**src/rtl/rtc_alarm_pkg.sv**
```systemverilog
package rtc_alarm_pkg;

    localparam int NFIELD = 6;

    typedef enum logic [1:0] {
        ST_IDLE  = 2'd0,
        ST_LATCH = 2'd1,
        ST_PULSE = 2'd2
    } irq_state_e;

    // Prescaler bit position plus one for each rate code.
    function automatic logic [4:0] rate_exp(input logic [3:0] code);
        logic [4:0] e;
        unique case (code)
            4'd11:   e = 5'd15;
            4'd12:   e = 5'd16;
            4'd13:   e = 5'd17;
            4'd14:   e = 5'd19;
            4'd15:   e = 5'd20;
            4'd0:    e = 5'd1;
            default: e = {1'b0, code};
        endcase
        return e;
    endfunction

endpackage

```
**src/rtl/alm_field_match.sv**
```systemverilog
module alm_field_match #(
    parameter int NF = 6,
    parameter int FW = 8
) (
    input  logic            tick,
    input  logic            active,
    input  logic [NF*FW-1:0] cur_vec,
    input  logic [NF*FW-1:0] alm_vec,
    output logic            any_en,
    output logic            hit
);
    localparam int VW = FW - 1;

    logic [NF-1:0] armed;
    logic [NF-1:0] field_ok;

    for (genvar i = 0; i < NF; i++) begin : g_field
        assign armed[i]    = alm_vec[i*FW + VW];
        assign field_ok[i] = !armed[i] ||
                             (alm_vec[i*FW +: VW] == cur_vec[i*FW +: VW]);
    end

    assign any_en = |armed;
    assign hit    = tick && active && any_en && (&field_ok);
endmodule

```
**src/rtl/alm_status.sv**
```systemverilog
module alm_status (
    input  logic clk,
    input  logic rst_n,
    input  logic hit,
    input  logic flag_clr,
    input  logic flag_rd,
    input  logic auto_clr,
    output logic flag,
    output logic clearing
);
    logic rd_q;

    always_ff @(posedge clk or negedge rst_n) begin
        if (!rst_n) begin
            rd_q <= 1'b0;
            flag <= 1'b0;
        end else begin
            rd_q <= flag_rd && auto_clr;
            if (hit)
                flag <= 1'b1;
            else if (flag_clr || rd_q)
                flag <= 1'b0;
        end
    end

    assign clearing = flag && (flag_clr || rd_q) && !hit;
endmodule

```
**src/rtl/irq_fsm.sv**
```systemverilog
module irq_fsm
    import rtc_alarm_pkg::*;
#(
    parameter int PULSE_CYC = 8192
) (
    input  logic       clk,
    input  logic       rst_n,
    input  logic       hit,
    input  logic       pulse_mode,
    input  logic       active,
    input  logic       flag_clearing,
    output irq_state_e st,
    output logic       alarm_drive
);
    localparam int CNT_W = $clog2(PULSE_CYC + 1);
    localparam logic [CNT_W-1:0] CNT_LOAD = CNT_W'(PULSE_CYC - 1);

    irq_state_e       nxt;
    logic [CNT_W-1:0] cnt;

    // State register
    always_ff @(posedge clk or negedge rst_n) begin
        if (!rst_n) st <= ST_IDLE;
        else        st <= nxt;
    end

    // Pulse length counter
    always_ff @(posedge clk or negedge rst_n) begin
        if (!rst_n)
            cnt <= '0;
        else if (hit && pulse_mode)
            cnt <= CNT_LOAD;
        else if (st == ST_PULSE && cnt != '0)
            cnt <= cnt - 1'b1;
    end

    // Transitions
    always_comb begin
        nxt = st;
        unique case (st)
            ST_IDLE: begin
                if (hit) nxt = pulse_mode ? ST_PULSE : ST_LATCH;
            end
            ST_LATCH: begin
                if (hit)                nxt = pulse_mode ? ST_PULSE : ST_LATCH;
                else if (flag_clearing) nxt = ST_IDLE;
            end
            ST_PULSE: begin
                if (hit)             nxt = pulse_mode ? ST_PULSE : ST_LATCH;
                else if (cnt == '0)  nxt = ST_IDLE;
            end
            default: nxt = ST_IDLE;
        endcase
        if (!active) nxt = ST_IDLE;
    end

    // Outputs
    always_comb begin
        alarm_drive = 1'b0;
        unique case (st)
            ST_LATCH, ST_PULSE: alarm_drive = active;
            default:            alarm_drive = 1'b0;
        endcase
    end
endmodule

```
**src/rtl/freq_tap.sv**
```systemverilog
module freq_tap
    import rtc_alarm_pkg::*;
#(
    parameter int PRESC_W = 20
) (
    input  logic       clk,
    input  logic       rst_n,
    input  logic       active,
    input  logic [3:0] fsel,
    output logic       drive_low
);
    logic [PRESC_W-1:0] presc;
    logic [4:0]         tap;
    logic               level;

    always_ff @(posedge clk or negedge rst_n) begin
        if (!rst_n) presc <= '0;
        else        presc <= presc + 1'b1;
    end

    always_comb begin
        tap   = rate_exp(fsel) - 5'd1;
        level = (int'(tap) < PRESC_W) ? presc[tap] : 1'b0;
    end

    assign drive_low = active && !level;
endmodule

```
**src/rtl/rtc_alarm_irq.sv**
```systemverilog
module rtc_alarm_irq
    import rtc_alarm_pkg::*;
#(
    parameter int FIELD_W   = 8,
    parameter int PULSE_CYC = 8192,
    parameter int PRESC_W   = 20
) (
    input  logic               clk,
    input  logic               rst_n,
    input  logic               sec_tick,
    input  logic [FIELD_W-1:0] cur_sec,
    input  logic [FIELD_W-1:0] cur_min,
    input  logic [FIELD_W-1:0] cur_hour,
    input  logic [FIELD_W-1:0] cur_date,
    input  logic [FIELD_W-1:0] cur_mon,
    input  logic [FIELD_W-1:0] cur_dow,
    input  logic [FIELD_W-1:0] alm_sec,
    input  logic [FIELD_W-1:0] alm_min,
    input  logic [FIELD_W-1:0] alm_hour,
    input  logic [FIELD_W-1:0] alm_date,
    input  logic [FIELD_W-1:0] alm_mon,
    input  logic [FIELD_W-1:0] alm_dow,
    input  logic               pulse_mode,
    input  logic               auto_clr,
    input  logic               flag_rd,
    input  logic               flag_clr,
    input  logic [3:0]         fsel,
    input  logic               batt_mode,
    input  logic               batt_keep,
    output logic               alm_flag,
    output logic               irq_oe
);
    localparam int VEC_W = NFIELD * FIELD_W;

    logic [VEC_W-1:0] cur_vec, alm_vec;
    logic             power_ok, alarm_active, freq_active;
    logic             any_en, hit, clearing, alarm_drive, freq_low;
    irq_state_e       st_w;

    assign cur_vec = {cur_dow, cur_mon, cur_date, cur_hour, cur_min, cur_sec};
    assign alm_vec = {alm_dow, alm_mon, alm_date, alm_hour, alm_min, alm_sec};

    assign power_ok     = !batt_mode || batt_keep;
    assign alarm_active = power_ok && (fsel == 4'd0);
    assign freq_active  = power_ok && (fsel != 4'd0);

    alm_field_match #(.NF(NFIELD), .FW(FIELD_W)) match_i (
        .tick   (sec_tick),
        .active (alarm_active),
        .cur_vec(cur_vec),
        .alm_vec(alm_vec),
        .any_en (any_en),
        .hit    (hit)
    );

    alm_status status_i (
        .clk     (clk),
        .rst_n   (rst_n),
        .hit     (hit),
        .flag_clr(flag_clr),
        .flag_rd (flag_rd),
        .auto_clr(auto_clr),
        .flag    (alm_flag),
        .clearing(clearing)
    );

    irq_fsm #(.PULSE_CYC(PULSE_CYC)) fsm_i (
        .clk          (clk),
        .rst_n        (rst_n),
        .hit          (hit),
        .pulse_mode   (pulse_mode),
        .active       (alarm_active),
        .flag_clearing(clearing),
        .st           (st_w),
        .alarm_drive  (alarm_drive)
    );

    freq_tap #(.PRESC_W(PRESC_W)) freq_i (
        .clk      (clk),
        .rst_n    (rst_n),
        .active   (freq_active),
        .fsel     (fsel),
        .drive_low(freq_low)
    );

    assign irq_oe = alarm_drive || freq_low;
endmodule

```
**config.mk**
```make
export PLATFORM = sky130hd
export DESIGN_NAME = rtc_alarm_irq
export DESIGN_NICKNAME = d
export VERILOG_FILES = /design/src/rtl/rtc_alarm_pkg.sv /design/src/rtl/alm_field_match.sv /design/src/rtl/alm_status.sv /design/src/rtl/irq_fsm.sv /design/src/rtl/freq_tap.sv /design/src/rtl/rtc_alarm_irq.sv
export SDC_FILE = /design/constraint.sdc
export NUM_CORES = 1
export LEC_CHECK = 0
export ABC_CLOCK_PERIOD_IN_PS = 8850
export BUFFER_PORTS_ARGS = -buffer_cell sky130_fd_sc_hd__buf_2
export CAP_MARGIN = 20
export CORE_MARGIN = 3
export CORE_UTILIZATION = 37
export DETAILED_ROUTE_END_ITERATION = 10
export PLACE_DENSITY = 0.62
export RECOVER_POWER = 100
export SETUP_SLACK_MARGIN = 0.5
export SYNTH_ARGS = -nofsm -noshare
export SYNTH_HDL_FRONTEND = slang
export SYNTH_HIERARCHICAL = 1
export SYNTH_SLANG_ARGS = --single-unit
```
**constraint.sdc**
```tcl
create_clock -name clk -period 8.85 [get_ports clk]
set_clock_uncertainty 0.1 [all_clocks]
set_input_delay 2.655 -clock clk [delete_from_list [all_inputs] [get_ports clk]]
set_output_delay 2.655 -clock clk [all_outputs]
set_load 0.05 [all_outputs]
```
==> results of run 1 <==
cells in the mapped netlist, types with 3 or more instances:
cell type	instances
dfrtp_1	38
xnor2_1	38
xor2_1	23
nand2_1	22
nor2_1	18
a21oi_1	16
nand3_1	14
o21ai_0	14
nand4_1	12
inv_1	10
nor3_1	9
ha_1	6
a31oi_1	4
and4_1	4
nor3_2	4
o31ai_1	4
o41ai_2	4
or3_1	4
a221oi_1	3
and2_1	3
and3_1	3
buf_2	3
mux2i_1	3
nand2b_1	3
nor4_1	3
flip-flops by register name, indices dropped and copies added (netlist names):
signal,count
freq_i/presc,20
fsm_i/cnt,14
fsm_i/st,2
status_i/flag,1
status_i/rd_q,1
critical path: stages:
cell and delay [ns]:
clkbuf_1 0.25, or4_1 0.61, nor2b_4 0.15, o21ai_0 0.08
a21oi_1 0.07, a2bb2oi_2 0.12, o21ai_1 0.07, or2_2 0.29
clkbuf_1 0.29
worst paths after layout:
path | slack (ns) | cells past startpoint | from | to
hold / removal | 0.37 | 1 | freq_i/presc[19] | freq_i/presc[19]
hold reg to reg | 0.37 | 1 | freq_i/presc[19] | freq_i/presc[19]
min in group asynchronous | 2.83 | 1 | rst_n | fsm_i/cnt[8]
setup reg to reg | 6.46 | 6 | fsm_i/cnt[0] | fsm_i/cnt[3]
max in group asynchronous | 4.66 | 1 | rst_n | fsm_i/cnt[11]
setup / recovery | 1.49 | 9 | fsel[3] | irq_oe
area by class of cell:
| type | instances | area (sq um) | share of cell area |
|---|---|---|---|
| clock buffers | 7 | 76.3 | 0.0216 |
| well taps | 99 | 124 | 0.0350 |
| multi-input cells | 253 | 1800 | 0.509 |
| clock inverters | 1 | 30.0 | 0.00849 |
| repair buffers | 104 | 515 | 0.146 |
| inverters | 11 | 41.3 | 0.0117 |
| flip-flops and latches | 38 | 951 | 0.269 |
metrics by stage:
stage          instances  hold slack, ns  utilization
6_report             513           0.373        0.480
5_1_grt              513           0.394        0.480
4_1_cts              513           0.378        0.483
3_5_place_dp         505           0.364        0.469
3_3_place_gp         505           0.371        0.469
2_1_floorplan        308           0.345            -
logic make-up after synthesis:
kind of cell | after synthesis | share of synthesized area
buffers and inverters | 17 | 0.0290
AND/OR/NAND/NOR | 120 | 0.247
XOR/XNOR | 61 | 0.187
adder cells (fa/ha/maj) | 6 | 0.0263
multiplexers | 3 | 0.0105
AO/OA/AOI/OAI | 63 | 0.166
flip-flops | 38 | 0.333
per-layer routing:
layer	up-vias	global-route usage	routed length (um)
li1	1338	-	-
met1	1205	0.203	3020
met2	94	0.286	3450
met3	9	0.0329	419
met4	0	0.0650	180
met5	-	0	0
power groups by stage:
stage | clock network [W] | logic [W] | registers (W)
2_1_floorplan | 0 | 0.0000547 | 0.000186
3_3_place_gp | 0 | 0.0000915 | 0.000187
3_5_place_dp | 0 | 0.0000936 | 0.000187
4_1_cts | 0.000150 | 0.0000939 | 0.000184
5_1_grt | 0.000156 | 0.000104 | 0.000185
6_report | 0.000146 | 0.0000921 | 0.000184
layout by cell type, fill, tap and decap left out, types with 3 or more instances in the layout:
cell / instances
a21oi_1: 16
a221oi_1: 3
a31oi_1: 4
and2_1: 3
and3_1: 3
and4_1: 4
buf_2: 100
clkbuf_1: 6
clkbuf_8: 5
dfrtp_1: 38
ha_1: 6
inv_1: 10
mux2i_1: 3
nand2_1: 22
nand2b_1: 3
nand3_1: 14
nand4_1: 12
nor2_1: 18
nor3_1: 12
nor4_1: 3
o21ai_0: 14
o31ai_1: 4
o41ai_2: 4
or3_1: 4
xnor2_1: 38
xor2_1: 23
==> out/metrics.yaml, run 1 <==
slew_violations: 39
synth.lib_cells_used.distinct: 59
drt-initial-drc-count: 80
ctsLongestPathBuffers: 2
post_cts_hold_buffers: 0
ys_async_sr_fraction: 1.00
final_period_minus_worst_setup_slack_ns: 7.36
detail_route.first_pass.iterations: 4
violations: "capacitance limit, slew limit"
timing.max_slew.rel_slack: -0.344
rsz0062_at_grt: "no"
placed_cell_area_sq_mm: 0.00345
area.growth.synth_to_final_pct: 24.0
die_width_um: 93.8
tritoncts: "yes"
post-route-drc-count: 0
p_sw_frac: 0.270
gp_congestion: 0.830
fin_ws_ns: 1.49
yosys-top-cells-area: "dfrtp_1 (33%), xnor2_1 (12%), xor2_1 (7.1%)"
io_pins: 111
drive_above_1_share: 0.297
syn_nets: 423
nets: 528
tritoncts_num_sinks: 38
synth_flop_cell: "dfrtp_1"
clk_pin_slew_ns: 0.08
grt_start_max_net_pins: 39
synth.top_cell.area_share: 0.333
number_of_antenna_violating_nets_in_the_routed_design: 0
synth_seq_cells: 38
total_power_w: 0.000422
power.leakage_nw: 1.53
avgViaCountPerCell: 5.16
antenna_cells: 0
filler_cell_count: 739
end_kind: "primary output"
synth_area_sq_mm: 0.00285
hold_path_class: "reg -> reg"
track_usage: 0.166
postRouteWirelength_mm: 7.07
die-area_sq_mm: 0.00880
timing.critical_path.arrival_ns: 4.60
power.switching_w: 0.000114
place.port_buffers: 104
ys_warn_count: 6
finalHoldViolations: 0
critical_path.startpoint_type: "input pin"
seqPwrFrac: 0.436
worst-endpoint-required_ns: 6.10
cts_setup_buffers: 0
synth_area_leader_cell: "dfrtp_1"
postCtsResizedCells: 0
max_freq_ghz: 0.136
internal_power_w: 0.000308
synth_edf_count: 0
finalSetupTns_ns: 0
peakVddDrop_uv: 55.2
clock_tree.root_cell: "clkbuf_8"
h-tree-depth: 2
outcome: "finished, violations left"
worstSetupPathType: "in -> out"
avgSynthCellArea_sq_um: 9.26
fin_area_sq_mm: 0.00354
wire_per_inst_um: 13.8
power.share.combinational: 0.218
setup_violations: 0
cellPowerDensity_mw_per_mm2: 119
first_global_vias: 2609
antenna_found_initial: 0
detailed_place_hpwl_mm: 5.78
dr_total_vias: 2646
worst-path-max-fanout: 15
worst_pin_slew_ns: 2.02
grt.overflow.total: 0
clock_insertion_delay_worst_skew_ns: 0.28
floorplan.initialDensity: 0.387
max_cap_violations: 1
synth.yosys.seq_area_share: 0.333
cts_buffers: 5
dpl_worst_slack_ns: 1.64
clockPowerShare: 0.346
grt_first_pass_wirelength_mm: 11.6
final.period_utilization: 0.831
fp.dieH_um: 93.8
rows: 31
core_area_sq_mm: 0.00737
synthCells: 308
(Power assumes the default switching activity.)
==> run 2: changes to the inputs <==
--- a/config.mk
+++ b/config.mk
@@ -5,13 +5,14 @@
 export SDC_FILE = /design/constraint.sdc
 export NUM_CORES = 1
 export LEC_CHECK = 0
-export ABC_CLOCK_PERIOD_IN_PS = 8850
+export ABC_AREA = 1
+export ABC_CLOCK_PERIOD_IN_PS = 6400
 export BUFFER_PORTS_ARGS = -buffer_cell sky130_fd_sc_hd__buf_2
 export CAP_MARGIN = 20
 export CORE_MARGIN = 3
 export CORE_UTILIZATION = 37
 export DETAILED_ROUTE_END_ITERATION = 10
-export PLACE_DENSITY = 0.62
+export PLACE_DENSITY = 0.63
 export RECOVER_POWER = 100
 export SETUP_SLACK_MARGIN = 0.5
 export SYNTH_ARGS = -nofsm -noshare
==> constraint.sdc (replaced) <==
create_clock -name clk -period 6.4 [get_ports clk]
set_clock_uncertainty 0.1 [all_clocks]
set_input_delay 1.92 -clock clk [delete_from_list [all_inputs] [get_ports clk]]
set_output_delay 1.92 -clock clk [all_outputs]
set_load 0.05 [all_outputs]
==> run 2 against run 1 <==
- critical path depth increased by 3
- routed wire length is 11% higher
- highest routed layer unchanged
- register-to-register slack got worse by 2.3 ns
- the flow still finishes with violations (capacitance limit, slew limit)
==> out/metrics.yaml, run 2 <==
outcome: "finished, violations left"
violations: "capacitance limit, slew limit"
final_period_minus_worst_setup_slack_ns: 5.91
number_of_antenna_violating_nets_in_the_routed_design: 0
worst-endpoint-required_ns: 4.38
die-area_sq_mm: 0.0100
post_cts_hold_buffers: 0
groute.layer.met3.usage: 0.0361
largest_registers: "freq_i/presc x20, fsm_i/cnt x14, fsm_i/st x2"
synth_flop_cell: "dfrtp_1"
gp_congestion: 0.841
io_pins: 111
wire_per_inst_um: 11.1
die_width_um: 100
synth.yosys.seq_area_share: 0.290
grt_start_max_net_pins: 39
nets: 715
grt.overflow.total: 0
tritoncts: "yes"
max_reg_flops: 20
worstSetupPathType: "in -> out"
clock_insertion_delay_worst_skew_ns: 0.28
crit_slowest_cell: "nand2_1"
power.leakage_nw: 2.14
met2_usage: 0.303
floorplan.initialDensity: 0.389
timing.critical_path.cells: "clkbuf_1 -> nand2_2 -> inv_1 -> nand2_1 -> nand2_1 -> nand2_1 -> xor2_1 -> nand3_1 -> nand2_1 -> a21oi_1 -> or2_1 -> buf_2"
finalSetupTns_ns: 0
finalHoldViolations: 0
drive_above_1_share: 0.224
synthCells: 493
clk_pin_slew_ns: 0.07
h-tree-depth: 2
antenna_found_initial: 0
rsz0062_at_grt: "no"
core_area_sq_mm: 0.00842
syn_nets: 608
slew_violations: 39
max_freq_ghz: 0.169
first_global_vias: 3133
cts_buffers: 5
worst-path-max-fanout: 13
yosys.cell_count.top_type: "nand2_1"
dr_total_vias: 3209
synth.top_cell.area_share: 0.290
fin_area_sq_mm: 0.00387
mostFrequentLayoutCells: "nand2_1 (171), buf_2 (101), inv_1 (69)"
synth_seq_cells: 38
post-route-drc-count: 0
clock_tree.root_cell: "clkbuf_8"
longest_individual_stage_delay_on_the_worst_path_ns: 0.35
filler_cell_count: 915
fp.dieH_um: 100
avgViaCountPerCell: 4.56
worst_pin_slew_ns: 2.08
synth_edf_count: 0
final.period_utilization: 0.923
postCtsResizedCells: 0
detail_route.first_pass.iterations: 4
critical_path.startpoint_type: "input pin"
avgSynthCellArea_sq_um: 6.65
end_kind: "primary output"
area.growth.synth_to_final_pct: 18.1
register_with_the_most_flip_flops: "freq_i/presc"
synth_area_leader_cell: "dfrtp_1"
rows: 33
crit_path_frequent_cell: "nand2_1"
placed_cell_area_sq_mm: 0.00390
ctsLongestPathBuffers: 2
yosys-top-cells-area: "dfrtp_1 (29%), nand2_1 (19%), xnor2_1 (8.3%)"
cts_setup_buffers: 0
utilization: 0.460
use_met1: 0.192
globalRoute.busiestLayer: "met2"
grt_first_pass_wirelength_mm: 13.5
postRouteWirelength_mm: 7.85
track_usage: 0.164
place.port_buffers: 104
setup_violations: 0
detailed_place_hpwl_mm: 6.55
peakVddDrop_uv: 64.8
ys_warn_count: 6
layout_commonest_cell: "nand2_1"
hold_path_class: "reg -> reg"
synth_area_sq_mm: 0.00328
timing.max_slew.rel_slack: -0.389
cellPowerDensity_mw_per_mm2: 160
tritoncts_num_sinks: 38
drt-initial-drc-count: 95
timing.critical_path.arrival_ns: 3.89
max_cap_violations: 1
synth.lib_cells_used.distinct: 29
ys_async_sr_fraction: 1.00
synth.top_cells.by_count: "nand2_1 (169), inv_1 (69), nor2_1 (49)"
antenna_cells: 0
[run 2: changes by cell type in the layout (fill, tap and decap cells not counted), moves of 6 or more]
cell / before / now
xnor2_1: 38 / 32
nand2_1: 22 / 171
nor3_1: 12 / 4
inv_1: 10 / 69
nor2_1: 18 / 56
nand3_1: 14 / 40
nand2_2: 0 / 9
nand4_1: 12 / 2
a21oi_1: 16 / 10
[run 2: kinds of logic (layout without fill, tap and decap cells)]
group                      count (synthesis)  after routing  share of synthesized area
AOI/OAI and AO/OA                         22             22                     0.0381
and+or+nand+nor                          299            299                      0.418
adders and majority gates                  6              6                     0.0229
buffers and inverters                     77            183                     0.0931
xor gates and xnor gates                  51             51                      0.138
DFF                                       38             38                      0.290
[run 2: metrics by stage]
stage | hold WS, ns | setup slack, ns | instances | power (W)
floorplan | 0.362 | 1.06 | 493 | 0.000400
global placement | 0.382 | 0.746 | 698 | 0.000461
detailed placement | 0.394 | 0.727 | 698 | 0.000467
CTS | 0.406 | 0.715 | 704 | 0.000635
global route | 0.411 | 0.277 | 704 | 0.000672
finish | 0.385 | 0.491 | 704 | 0.000620
[run 2: final cells by class]
class	count	area, sq um	share of cell area
Inverter	73	274	0.0707
Sequential cell	38	951	0.245
Multi-Input combinational cell	378	1920	0.495
Clock buffer	6	82.6	0.0213
Timing Repair Buffer	104	517	0.133
Tap cell	105	131	0.0339
[run 2: worst max-delay path: cells and delay by family]
family | cells | cell delay [ns]
AO/OA/AOI/OAI | 1 | 0.19
XOR/XNOR | 1 | 0.18
buffers and inverters | 3 | 0.55
AND/OR/NAND/NOR | 7 | 1.06
[run 2: path summary, 6_finish.rpt]
kind | from | end | slack, ns | depth (start not counted)
min reg2reg | freq_i/presc[19] | freq_i/presc[19] | 0.39 | 1
max | fsel[3] | irq_oe | 0.49 | 12
max in group asynchronous | rst_n | freq_i/presc[8] | 2.88 | 1
min | freq_i/presc[19] | freq_i/presc[19] | 0.39 | 1
max reg2reg | freq_i/presc[0] | freq_i/presc[18] | 4.17 | 11
min in group asynchronous | rst_n | fsm_i/cnt[7] | 2.12 | 1
[run 2: power breakdown]
part | leakage (nW) | switching [W] | internal [W]
clock | 0.0431 | 0.0000797 | 0.0000831
combinational | 1.62 | 0.000102 | 0.0000771
sequential | 0.480 | 0.0000197 | 0.000258
[run 2: layer usage]
layer	vias up	wire, um
li1	1712	-
met1	1399	3380
met2	92	3900
met3	6	507
met4	0	66
met5	-	0
